File: config.mk
export PLATFORM = sky130hd
export DESIGN_NAME = memDecoder
export DESIGN_NICKNAME = d
export VERILOG_FILES = /design/src/rtl/memDecPkg.sv /design/src/rtl/addrDecode.sv /design/src/rtl/accessCtrl.sv /design/src/rtl/accessDatapath.sv /design/src/rtl/memDecoder.sv
export SDC_FILE = /design/constraint.sdc
export NUM_CORES = 1
export LEC_CHECK = 0
export ABC_AREA = 0
export CAP_MARGIN = 20
export CORE_MARGIN = 3
export CORE_UTILIZATION = 46
export CTS_BUF_LIST = sky130_fd_sc_hd__clkbuf_8
export CTS_CLUSTER_SIZE = 16
export DETAILED_ROUTE_END_ITERATION = 12
export PLACE_DENSITY_LB_ADDON = 0.08
export SLEW_MARGIN = 25
export SYNTH_ARGS = -nofsm -noshare
export SYNTH_HDL_FRONTEND = slang
export SYNTH_SLANG_ARGS = --single-unit
export TNS_END_PERCENT = 100
File: constraint.sdc
create_clock -name clk -period 2.4 [get_ports clk]
set_input_delay 0.36 -clock clk [delete_from_list [all_inputs] [get_ports clk]]
set_output_delay 0.36 -clock clk [all_outputs]
set_load 0.005 [all_outputs]
File: src/rtl/memDecPkg.sv
package memDecPkg;
  typedef enum logic [2:0] {
    RG_REGF  = 3'd0,
    RG_STDIO = 3'd1,
    RG_EXTIO = 3'd2,
    RG_ISRAM = 3'd3,
    RG_XSRAM = 3'd4
  } regionT;

  typedef struct packed {
    logic loadReq;
    logic captureRd;
    logic strobeOn;
  } dpCtrlT;
endpackage

File: src/rtl/addrDecode.sv
module addrDecode
  import memDecPkg::*;
#(
  parameter int ADDR_W      = 16,
  parameter int REGF_SZ     = 32,
  parameter int IO_SZ       = 64,
  parameter int XIO_SZ      = 160,
  parameter int SRAM_NORM   = 4096,
  parameter int SRAM_COMPAT = 4000
) (
  input  logic              compatMode,
  input  logic              ioPath,
  input  logic [ADDR_W-1:0] addrIn,
  output logic [ADDR_W-1:0] effAddr,
  output regionT            region
);
  localparam int IO_IDX_W   = $clog2(IO_SZ);
  localparam int IO_BASE    = REGF_SZ;
  localparam int XIO_BASE   = IO_BASE + IO_SZ;
  localparam int SRAM_BASE_N = XIO_BASE + XIO_SZ;
  localparam int EXT_BASE_N  = SRAM_BASE_N + SRAM_NORM;
  localparam int EXT_BASE_C  = XIO_BASE + SRAM_COMPAT;

  always_comb begin
    if (ioPath) effAddr = ADDR_W'(IO_BASE) + ADDR_W'(addrIn[IO_IDX_W-1:0]);
    else        effAddr = addrIn;
  end

  always_comb begin
    if (int'(effAddr) < IO_BASE)                           region = RG_REGF;
    else if (int'(effAddr) < XIO_BASE)                     region = RG_STDIO;
    else if (!compatMode && int'(effAddr) < SRAM_BASE_N)   region = RG_EXTIO;
    else if (!compatMode && int'(effAddr) < EXT_BASE_N)    region = RG_ISRAM;
    else if (compatMode && int'(effAddr) < EXT_BASE_C)     region = RG_ISRAM;
    else                                                   region = RG_XSRAM;
  end

  always_comb begin
    if (ioPath) assert (region == RG_STDIO) else $error("p_io_path_r3");
  end
endmodule

File: src/rtl/accessCtrl.sv
module accessCtrl
  import memDecPkg::*;
#(
  parameter int WAIT_W = 2
) (
  input  logic              clk,
  input  logic              rstN,
  input  logic              reqValid,
  input  logic              reqWrite,
  input  logic              extHit,
  input  logic              extEnable,
  input  logic [WAIT_W-1:0] waitSel,
  output logic              ready,
  output logic              extRd,
  output logic              extWr,
  output logic              done,
  output logic              oorFlag,
  output dpCtrlT            dpCtrl
);
  typedef enum logic {ST_IDLE, ST_STROBE} stateT;
  stateT             state;
  logic [WAIT_W-1:0] waitCnt;
  logic              isWrR;
  logic              accept;
  logic              goExt;

  assign accept = (state == ST_IDLE) && reqValid;
  assign goExt  = extHit && extEnable;

  always_ff @(posedge clk or negedge rstN) begin
    if (!rstN) begin
      state   <= ST_IDLE;
      waitCnt <= '0;
      isWrR   <= 1'b0;
      done    <= 1'b0;
      oorFlag <= 1'b0;
    end else begin
      done    <= 1'b0;
      oorFlag <= 1'b0;
      case (state)
        ST_IDLE: if (reqValid) begin
          isWrR <= reqWrite;
          if (goExt) begin
            state   <= ST_STROBE;
            waitCnt <= waitSel;
          end else begin
            done    <= 1'b1;
            oorFlag <= extHit;
          end
        end
        ST_STROBE: begin
          if (waitCnt == '0) begin
            state <= ST_IDLE;
            done  <= 1'b1;
          end else begin
            waitCnt <= waitCnt - 1'b1;
          end
        end
        default: state <= ST_IDLE;
      endcase
    end
  end

  assign ready = (state == ST_IDLE);
  assign extRd = (state == ST_STROBE) && !isWrR;
  assign extWr = (state == ST_STROBE) && isWrR;

  assign dpCtrl.loadReq   = accept;
  assign dpCtrl.captureRd = (state == ST_STROBE) && (waitCnt == '0) && !isWrR;
  assign dpCtrl.strobeOn  = (state == ST_STROBE);

  p_single_strobe_r6: assert property (@(posedge clk) disable iff (!rstN)
    !(extRd && extWr));
  p_release_done_r5: assert property (@(posedge clk) disable iff (!rstN)
    $fell(extRd || extWr) |-> done);
  p_done_quiet_r4: assert property (@(posedge clk) disable iff (!rstN)
    done |-> !(extRd || extWr));
  p_oor_with_done_r8: assert property (@(posedge clk) disable iff (!rstN)
    oorFlag |-> (done && $past(accept)));
  p_busy_no_accept_r10: assert property (@(posedge clk) disable iff (!rstN)
    (extRd || extWr) |-> !dpCtrl.loadReq);
endmodule

File: src/rtl/accessDatapath.sv
module accessDatapath
  import memDecPkg::*;
#(
  parameter int ADDR_W = 16,
  parameter int DATA_W = 8
) (
  input  logic              clk,
  input  logic              rstN,
  input  dpCtrlT            dpCtrl,
  input  logic [ADDR_W-1:0] effAddr,
  input  regionT            region,
  input  logic [DATA_W-1:0] reqWdata,
  input  logic [DATA_W-1:0] extRdata,
  output logic [ADDR_W-1:0] extAddr,
  output logic [DATA_W-1:0] extWdata,
  output logic [DATA_W-1:0] rdata,
  output logic [2:0]        regionOut
);
  regionT regionR;

  always_ff @(posedge clk or negedge rstN) begin
    if (!rstN) begin
      extAddr  <= '0;
      extWdata <= '0;
      rdata    <= '0;
      regionR  <= RG_REGF;
    end else begin
      if (dpCtrl.loadReq) begin
        extAddr  <= effAddr;
        extWdata <= reqWdata;
        regionR  <= region;
        rdata    <= '0;
      end else if (dpCtrl.captureRd) begin
        rdata <= extRdata;
      end
    end
  end

  assign regionOut = regionR;

  p_addr_hold_r6: assert property (@(posedge clk) disable iff (!rstN)
    (dpCtrl.strobeOn && $past(dpCtrl.strobeOn)) |-> ($stable(extAddr) && $stable(extWdata)));
  p_strobe_ext_region_r5: assert property (@(posedge clk) disable iff (!rstN)
    dpCtrl.strobeOn |-> (regionR == RG_XSRAM));
endmodule

File: src/rtl/memDecoder.sv
module memDecoder
  import memDecPkg::*;
#(
  parameter int ADDR_W = 16,
  parameter int DATA_W = 8,
  parameter int WAIT_W = 2
) (
  input  logic              clk,
  input  logic              rstN,
  input  logic              compatMode,
  input  logic              extEnable,
  input  logic [WAIT_W-1:0] waitSel,
  input  logic              reqValid,
  input  logic              reqWrite,
  input  logic              reqIoPort,
  input  logic [ADDR_W-1:0] reqAddr,
  input  logic [DATA_W-1:0] reqWdata,
  input  logic [DATA_W-1:0] extRdata,
  output logic              ready,
  output logic              done,
  output logic [DATA_W-1:0] rdata,
  output logic [2:0]        regionOut,
  output logic              oorFlag,
  output logic [ADDR_W-1:0] extAddr,
  output logic [DATA_W-1:0] extWdata,
  output logic              extRd,
  output logic              extWr
);
  logic [ADDR_W-1:0] effAddr;
  regionT            region;
  dpCtrlT            dpCtrl;

  addrDecode #(.ADDR_W(ADDR_W)) u_decode (
    .compatMode(compatMode), .ioPath(reqIoPort), .addrIn(reqAddr),
    .effAddr(effAddr), .region(region)
  );

  accessCtrl #(.WAIT_W(WAIT_W)) u_ctrl (
    .clk(clk), .rstN(rstN), .reqValid(reqValid), .reqWrite(reqWrite),
    .extHit(region == RG_XSRAM), .extEnable(extEnable), .waitSel(waitSel),
    .ready(ready), .extRd(extRd), .extWr(extWr), .done(done),
    .oorFlag(oorFlag), .dpCtrl(dpCtrl)
  );

  accessDatapath #(.ADDR_W(ADDR_W), .DATA_W(DATA_W)) u_dp (
    .clk(clk), .rstN(rstN), .dpCtrl(dpCtrl), .effAddr(effAddr),
    .region(region), .reqWdata(reqWdata), .extRdata(extRdata),
    .extAddr(extAddr), .extWdata(extWdata), .rdata(rdata),
    .regionOut(regionOut)
  );
endmodule

==> results of run 1 <==
logic make-up after synthesis:
group,after synthesis,share of synthesized area [%]
AO/OA/AOI/OAI,25,8.699
adder cells (fa/ha/maj),1,0.6958
flip-flops,41,57.06
buffers and inverters,16,3.758
XOR/XNOR,1,0.4872
multiplexers,2,1.113
AND/OR/NAND/NOR,108,28.18
state kept, by name, summed over array words and instances (netlist names), 2 cells and up:
register / count
u_dp.extWdata: 8
u_dp.regionOut: 3
u_dp.rdata: 8
u_dp.extAddr: 16
u_ctrl.waitCnt: 2
worst register-to-register path, delay by kind of cell (launching register included):
family | cells | cell delay, ns
buffers and inverters | 2 | 0.47
flip-flops | 1 | 0.46
AND/OR/NAND/NOR | 1 | 0.34
AO/OA/AOI/OAI | 2 | 0.19
layout make-up:
| type | instances | area share (%) |
|---|---|---|
| inverter | 6 | 0.8174 |
| clock buffer | 6 | 2.997 |
| sequential | 41 | 37.24 |
| multi-input combinational | 137 | 25.57 |
| timing repair buffer | 84 | 29.97 |
| clock inverter | 2 | 1.226 |
| tap | 48 | 2.180 |
synth_stat cells, types with 2 or more instances:
master     n
buf_2      6
a21oi_1    4
nor2_1     5
nor2b_1    2
nor4_1     3
nand3_1   16
or2b_1     4
o21ai_0   12
dfrtp_1   41
mux2i_1    2
clkbuf_1   3
nand2b_1   5
a311oi_1   3
inv_1      6
nand2_1   66
routing by layer:
| layer | GRT usage [%] | share of wire [%] | vias up |
|---|---|---|---|
| li1 | - | - | 802 |
| met2 | 30.75 | 48 | 55 |
| met1 | 24.55 | 44 | 774 |
| met3 | 6.483 | 7.3 | 6 |
| met4 | 7.444 | 1.1 | 0 |
| met5 | 0 | 0 | - |
worst max-delay path by stage:
stage,slack (ns),end
6_report,0.44,extRd
5_1_grt,0.37,extRd
4_1_cts,0.45,extRd
3_5_place_dp,0.35,u_ctrl.waitCnt[0]
3_3_place_gp,0.46,u_ctrl.waitCnt[0]
2_1_floorplan,1.06,u_dp.regionOut[0]
metrics by stage:
stage / power [W] / util, % / hold WS [ns] / setup slack (ns) / cells
floorplan: 0.001474 / - / 0.06441 / 1.064 / 194
global placement: 0.002105 / 71.01 / 0.4573 / 0.4561 / 316
detailed placement: 0.002137 / 71.01 / 0.4650 / 0.3480 / 316
CTS: 0.002702 / 74.14 / 0.2278 / 0.4534 / 324
global route: 0.002867 / 74.14 / 0.2575 / 0.3698 / 324
finish: 0.002675 / 74.14 / 0.1891 / 0.4441 / 324
power by group:
part	total (W)	internal (W)	leakage, nW	switching [W]
combinational	0.00105	0.000604	0.686	0.000450
sequential	0.00106	0.000930	0.522	0.000130
clock	0.000560	0.000335	0.0626	0.000225
==> impl_metrics.ini, run 1 <==
[run_status]
outcome = finished clean

[clocking]
cts_post_setup_buffers_inserted = 0
ctsLongestPathBuffers = 2
cts.sink_count = 41
clkTransAtPathRegs_ns = 0.08
h_tree_levels = 2
cts_tree = built
cts_root_buf = clkbuf_8
ctsHoldBuffers = 0
clk-insertion-delay-late_ns = 0.29
post_cts_resize_count = 0
cts_inserted_buffers = 5

[flow_run]
max_cap_viol_count = 0

[timing]
layout_min_cycle_time_ns = 1.956
final_min_period_over_clock_period_pct = 81.50
slew_hr_pct = 40.99
max_slew.worst_pin.slew_ns = 0.8851
final_max_slew_viol_count = 0
max_freq_ghz = 0.5113
grt_setup_unrepaired = no
skew_ns = 0.005351
finalSetupTns_ns = 0
finalHoldViolations = 0
setup_viol_count_final = 0

[synth]
synth-async-reset-ratio_pct = 100.0
synth.largest_area_cell = dfrtp_1
synth.ff_latch_count = 41
yosys_most_used_dff = dfrtp_1
synth_warnings = 0
synth.top_cell.area_share_pct = 57.06
synth.net_count = 236
number_of_enable_flip_flop_cells_after_synthesis = 0
netlist_instances = 194
synthesis.area_um2 = 1798
synthDistinctLibCells = 31
netlist_top_cells_area = dfrtp_1 (57%), nand2_1 (14%), nand3_1 (4.5%), o21ai_0 (3.3%), nand2b_1 (1.7%)
synth-seq-area-share_pct = 57.06
synth.avg_cell_area_um2 = 9.268

[critical_path]
crit_cells = 3
regToRegEndpoint = u_ctrl.done
delay_heaviest_family_cp = buffers and inverters
criticalPathCategory = flip-flop to primary output
crit_arrival_ns = 1.60
slowest_cell_delay_on_critical_path_ns = 0.51
end_kind = primary output
cp_slowest_cell = clkdlybuf4s50_1
timing.critical_path.buf_inv = 2
timing.critical_path.from = u_ctrl.state
worst-endpoint-required_ns = 2.04
start_kind = flip-flop
cp_max_fo = 10
cp_cell_sequence = nor2b_1, buf_4, clkdlybuf4s50_1
crit-reg2reg-launch = u_ctrl.state
reg2regPathDepth = 5
r2r_slack_ns = 0.82

[power_and_ir_drop]
power.ir.vdd_worst_v = 0.0005225
power.leakage_nw = 1.270
power.density_cell_area_nw_per_um2 = 970.8

[finish]
area_growth_pct = 53.24
design.final.nets = 317
layout.area.seq_um2 = 1026
n_fill_cell = 282
antenna_cells_inserted = 0
mostFrequentLayoutCell = clkdlybuf4s50_1
multi_input_comb_area_um2 = 704.4
mostFrequentLayoutCells = clkdlybuf4s50_1 (79), nand2_1 (66), dfrtp_1 (41), nand3_1 (16), o21ai_0 (12)
layout.cell_area.non_filler_um2 = 2755
layout-drive-gt1-share_pct = 5.797

[floorplan]
floorplan.io_pins = 81
floorplan.die.height_um = 68.52
row_count = 22
core_area_um2 = 3716
die_w_um = 68.52
die_area_um2 = 4695
initial_standard_cell_utilization_of_the_core_pct = 48.38

[routing]
avgViaCountPerCell = 5.052
route.final.wire_length_um = 4307
drc_errors = 0
routedWlPerCell_um = 13.29
antenna_violating_nets_post_route = 0
drt-pass1-iter-count = 4
via_count = 1637
detail_route.iter0.violations = 101

[grt]
grtUsageTotal_pct = 19.43
grt_pass1_wl_um = 6693
antenna_found_initial = 0
grt_start_max_net_pins = 42
grt_remaining_overflow = 0
first_global_vias = 1461

[hold_path]
hold_path.class = input pin to asynchronous set/reset pin

[placed_design]
routabilityCongestion = 0.7859
buffer_ports.inserted = 80
placement.cell_area_um2 = 2639
dp_hpwl_um = 3158
No activity file was read; power rests on OpenSTA's default activity.
==> inputs of run 2 (changes only) <==
--- a/config.mk
+++ b/config.mk
@@ -8,7 +8,7 @@
 export ABC_AREA = 0
 export CAP_MARGIN = 20
 export CORE_MARGIN = 3
-export CORE_UTILIZATION = 46
+export CORE_UTILIZATION = 43
 export CTS_BUF_LIST = sky130_fd_sc_hd__clkbuf_8
 export CTS_CLUSTER_SIZE = 16
 export DETAILED_ROUTE_END_ITERATION = 12
==> constraint.sdc (replaced) <==
create_clock -name clk -period 1.8 [get_ports clk]
set_input_delay 0.27 -clock clk [delete_from_list [all_inputs] [get_ports clk]]
set_output_delay 0.27 -clock clk [all_outputs]
set_load 0.005 [all_outputs]
==> impl_metrics.ini, run 2 (same netlist as run 1, synthesis figures left out) <==
[finish]
n_fill_cell = 313
antenna_cells_inserted = 0
design.final.nets = 322
multi_input_comb_area_um2 = 706.9
largest_regs = u_dp.extAddr x16, u_dp.extWdata x8, u_dp.rdata x8
regMostFlops = u_dp.extAddr
max_reg_flops = 16
area_growth_pct = 54.35
layout.area.seq_um2 = 1026
layout.cell_area.non_filler_um2 = 2775
postLayoutCoreUtil_pct = 72.01
mostFrequentLayoutCells = clkdlybuf4s50_1 (79), nand2_1 (66), dfrtp_1 (41), nand3_1 (16), o21ai_0 (12)
layout-drive-gt1-share_pct = 8.185
mostFrequentLayoutCell = clkdlybuf4s50_1

[routing]
antenna_violating_nets_post_route = 0
drc_errors = 0
route.final.wire_length_um = 4246
routedWlPerCell_um = 12.91
drt-pass1-iter-count = 4
detail_route.iter0.violations = 84
avgViaCountPerCell = 4.878
via_count = 1605

[critical_path]
crit_arrival_ns = 1.41
timing.critical_path.from = u_ctrl.state
timing.critical_path.buf_inv = 2
slowest_cell_delay_on_critical_path_ns = 0.53
start_kind = flip-flop
end_kind = primary output
criticalPathCategory = flip-flop to primary output
crit-reg2reg-launch = u_ctrl.waitCnt[0]
r2r_slack_ns = 0.41
cp_cell_sequence = inv_1, clkdlybuf4s50_1
worst-endpoint-required_ns = 1.53
cp_max_fo = 6
delay_heaviest_family_cp = buffers and inverters
cp_slowest_cell = clkdlybuf4s50_1

[timing]
skew_ns = 0.005396
finalHoldViolations = 0
setup_viol_count_final = 0
slew_hr_pct = 66.61
final_min_period_over_clock_period_pct = 93.23
grt_setup_unrepaired = no
final_max_slew_viol_count = 0
layout_min_cycle_time_ns = 1.678
max_freq_ghz = 0.5959
max_slew.worst_pin.slew_ns = 0.5008
final.setup.worst_slack_ns = 0.1219

[clocking]
clk-insertion-delay-late_ns = 0.29
h_tree_levels = 2
cts_inserted_buffers = 5
cts_post_setup_buffers_inserted = 0
clkTransAtPathRegs_ns = 0.08
ctsLongestPathBuffers = 2
cts_root_buf = clkbuf_8
cts.sink_count = 41
cts_tree = built

[hold_path]
hold_path.class = input pin to asynchronous set/reset pin

[placed_design]
pre_cts_slack_ns = -0.07553
routabilityCongestion = 0.8104
dp_hpwl_um = 3118
placement.cell_area_um2 = 2676
buffer_ports.inserted = 80

[power_and_ir_drop]
power.leakage_nw = 1.284
power.density_cell_area_nw_per_um2 = 1249
power.ir.vdd_worst_v = 0.0005734

[floorplan]
row_count = 22
initial_standard_cell_utilization_of_the_core_pct = 46.66
core_area_um2 = 3854
floorplan.io_pins = 81
die_w_um = 70.67
die_area_um2 = 4994
floorplan.die.height_um = 70.67

[grt]
grtUsageTotal_pct = 18.08
grt_pass1_wl_um = 7231
grt_start_max_net_pins = 42
grt_remaining_overflow = 0
antenna_found_initial = 0
first_global_vias = 1615

[run_status]
outcome = finished clean

[flow_run]
max_cap_viol_count = 0
run 2: where the power goes:
| group | switching [W] | internal (W) |
|---|---|---|
| Combinational | 0.000600 | 0.000830 |
| Sequential | 0.000171 | 0.00124 |
| Clock | 0.000316 | 0.000311 |
| Total | 0.00109 | 0.00238 |
run 2: area by class of cell:
class	instances	area share (%)
Multi-Input combinational cell	137	25.47
Tap cell	48	2.164
Sequential cell	41	36.97
Clock inverter	2	0.4959
Timing Repair Buffer	89	31.11
Clock buffer	6	2.976
Inverter	6	0.8115
run 2: what timing repair did:
action | in CTS | in global routing
gates resized for setup | 0 | 1
setup endpoints to repair | 0 | 1
hold buffers | 0 | 0
run 2: layer usage:
metal / GRT usage (%) / vias up / part of all wire [%]
met3: 6.108 / 6 / 7.9
li1: - / 812 / -
met1: 22.52 / 731 / 45
met4: 6.472 / 0 / 1.5
met5: 0 / - / 0
met2: 29.42 / 56 / 46
run 2: worst register-to-register path: cells and delay by family, from the launching register on:
| kind | cells | cell delay (ns) |
|---|---|---|
| buffers and inverters | 2 | 0.27 |
| DFF | 1 | 0.41 |
| adders and majority gates | 1 | 0.21 |
| and+or+nand+nor | 3 | 0.39 |
run 2: worst paths after layout:
check,to,depth (start not counted)
max,ready,2
min,u_dp.extAddr[2],2
max reg2reg,u_dp.rdata[7],6
min reg2reg,u_dp.extWdata[3],2
max in group asynchronous,u_dp.extAddr[11],2
min in group clk,u_dp.extWdata[3],2
run 2: metrics by stage:
| step | hold WS, ns | power, W | TNS [ns] | instances |
|---|---|---|---|---|
| floorplan | -0.02559 | 0.001965 | 0 | 194 |
| global placement | 0.3648 | 0.002839 | -0.04201 | 321 |
| detailed placement | 0.3588 | 0.002874 | -0.1182 | 321 |
| CTS | 0.03834 | 0.003502 | 0 | 329 |
| global route | 0.06348 | 0.003733 | 0 | 329 |
| finish | 0.03036 | 0.003467 | 0 | 329 |
==> inputs of run 3 (changes only) <==
--- a/config.mk
+++ b/config.mk
@@ -6,7 +6,7 @@
 export NUM_CORES = 1
 export LEC_CHECK = 0
 export ABC_AREA = 0
-export CAP_MARGIN = 20
+export CAP_MARGIN = 0
 export CORE_MARGIN = 3
 export CORE_UTILIZATION = 43
 export CTS_BUF_LIST = sky130_fd_sc_hd__clkbuf_8
==> results of run 3 <==
The final DEF is identical to that of run 2; final timing and power are the same.
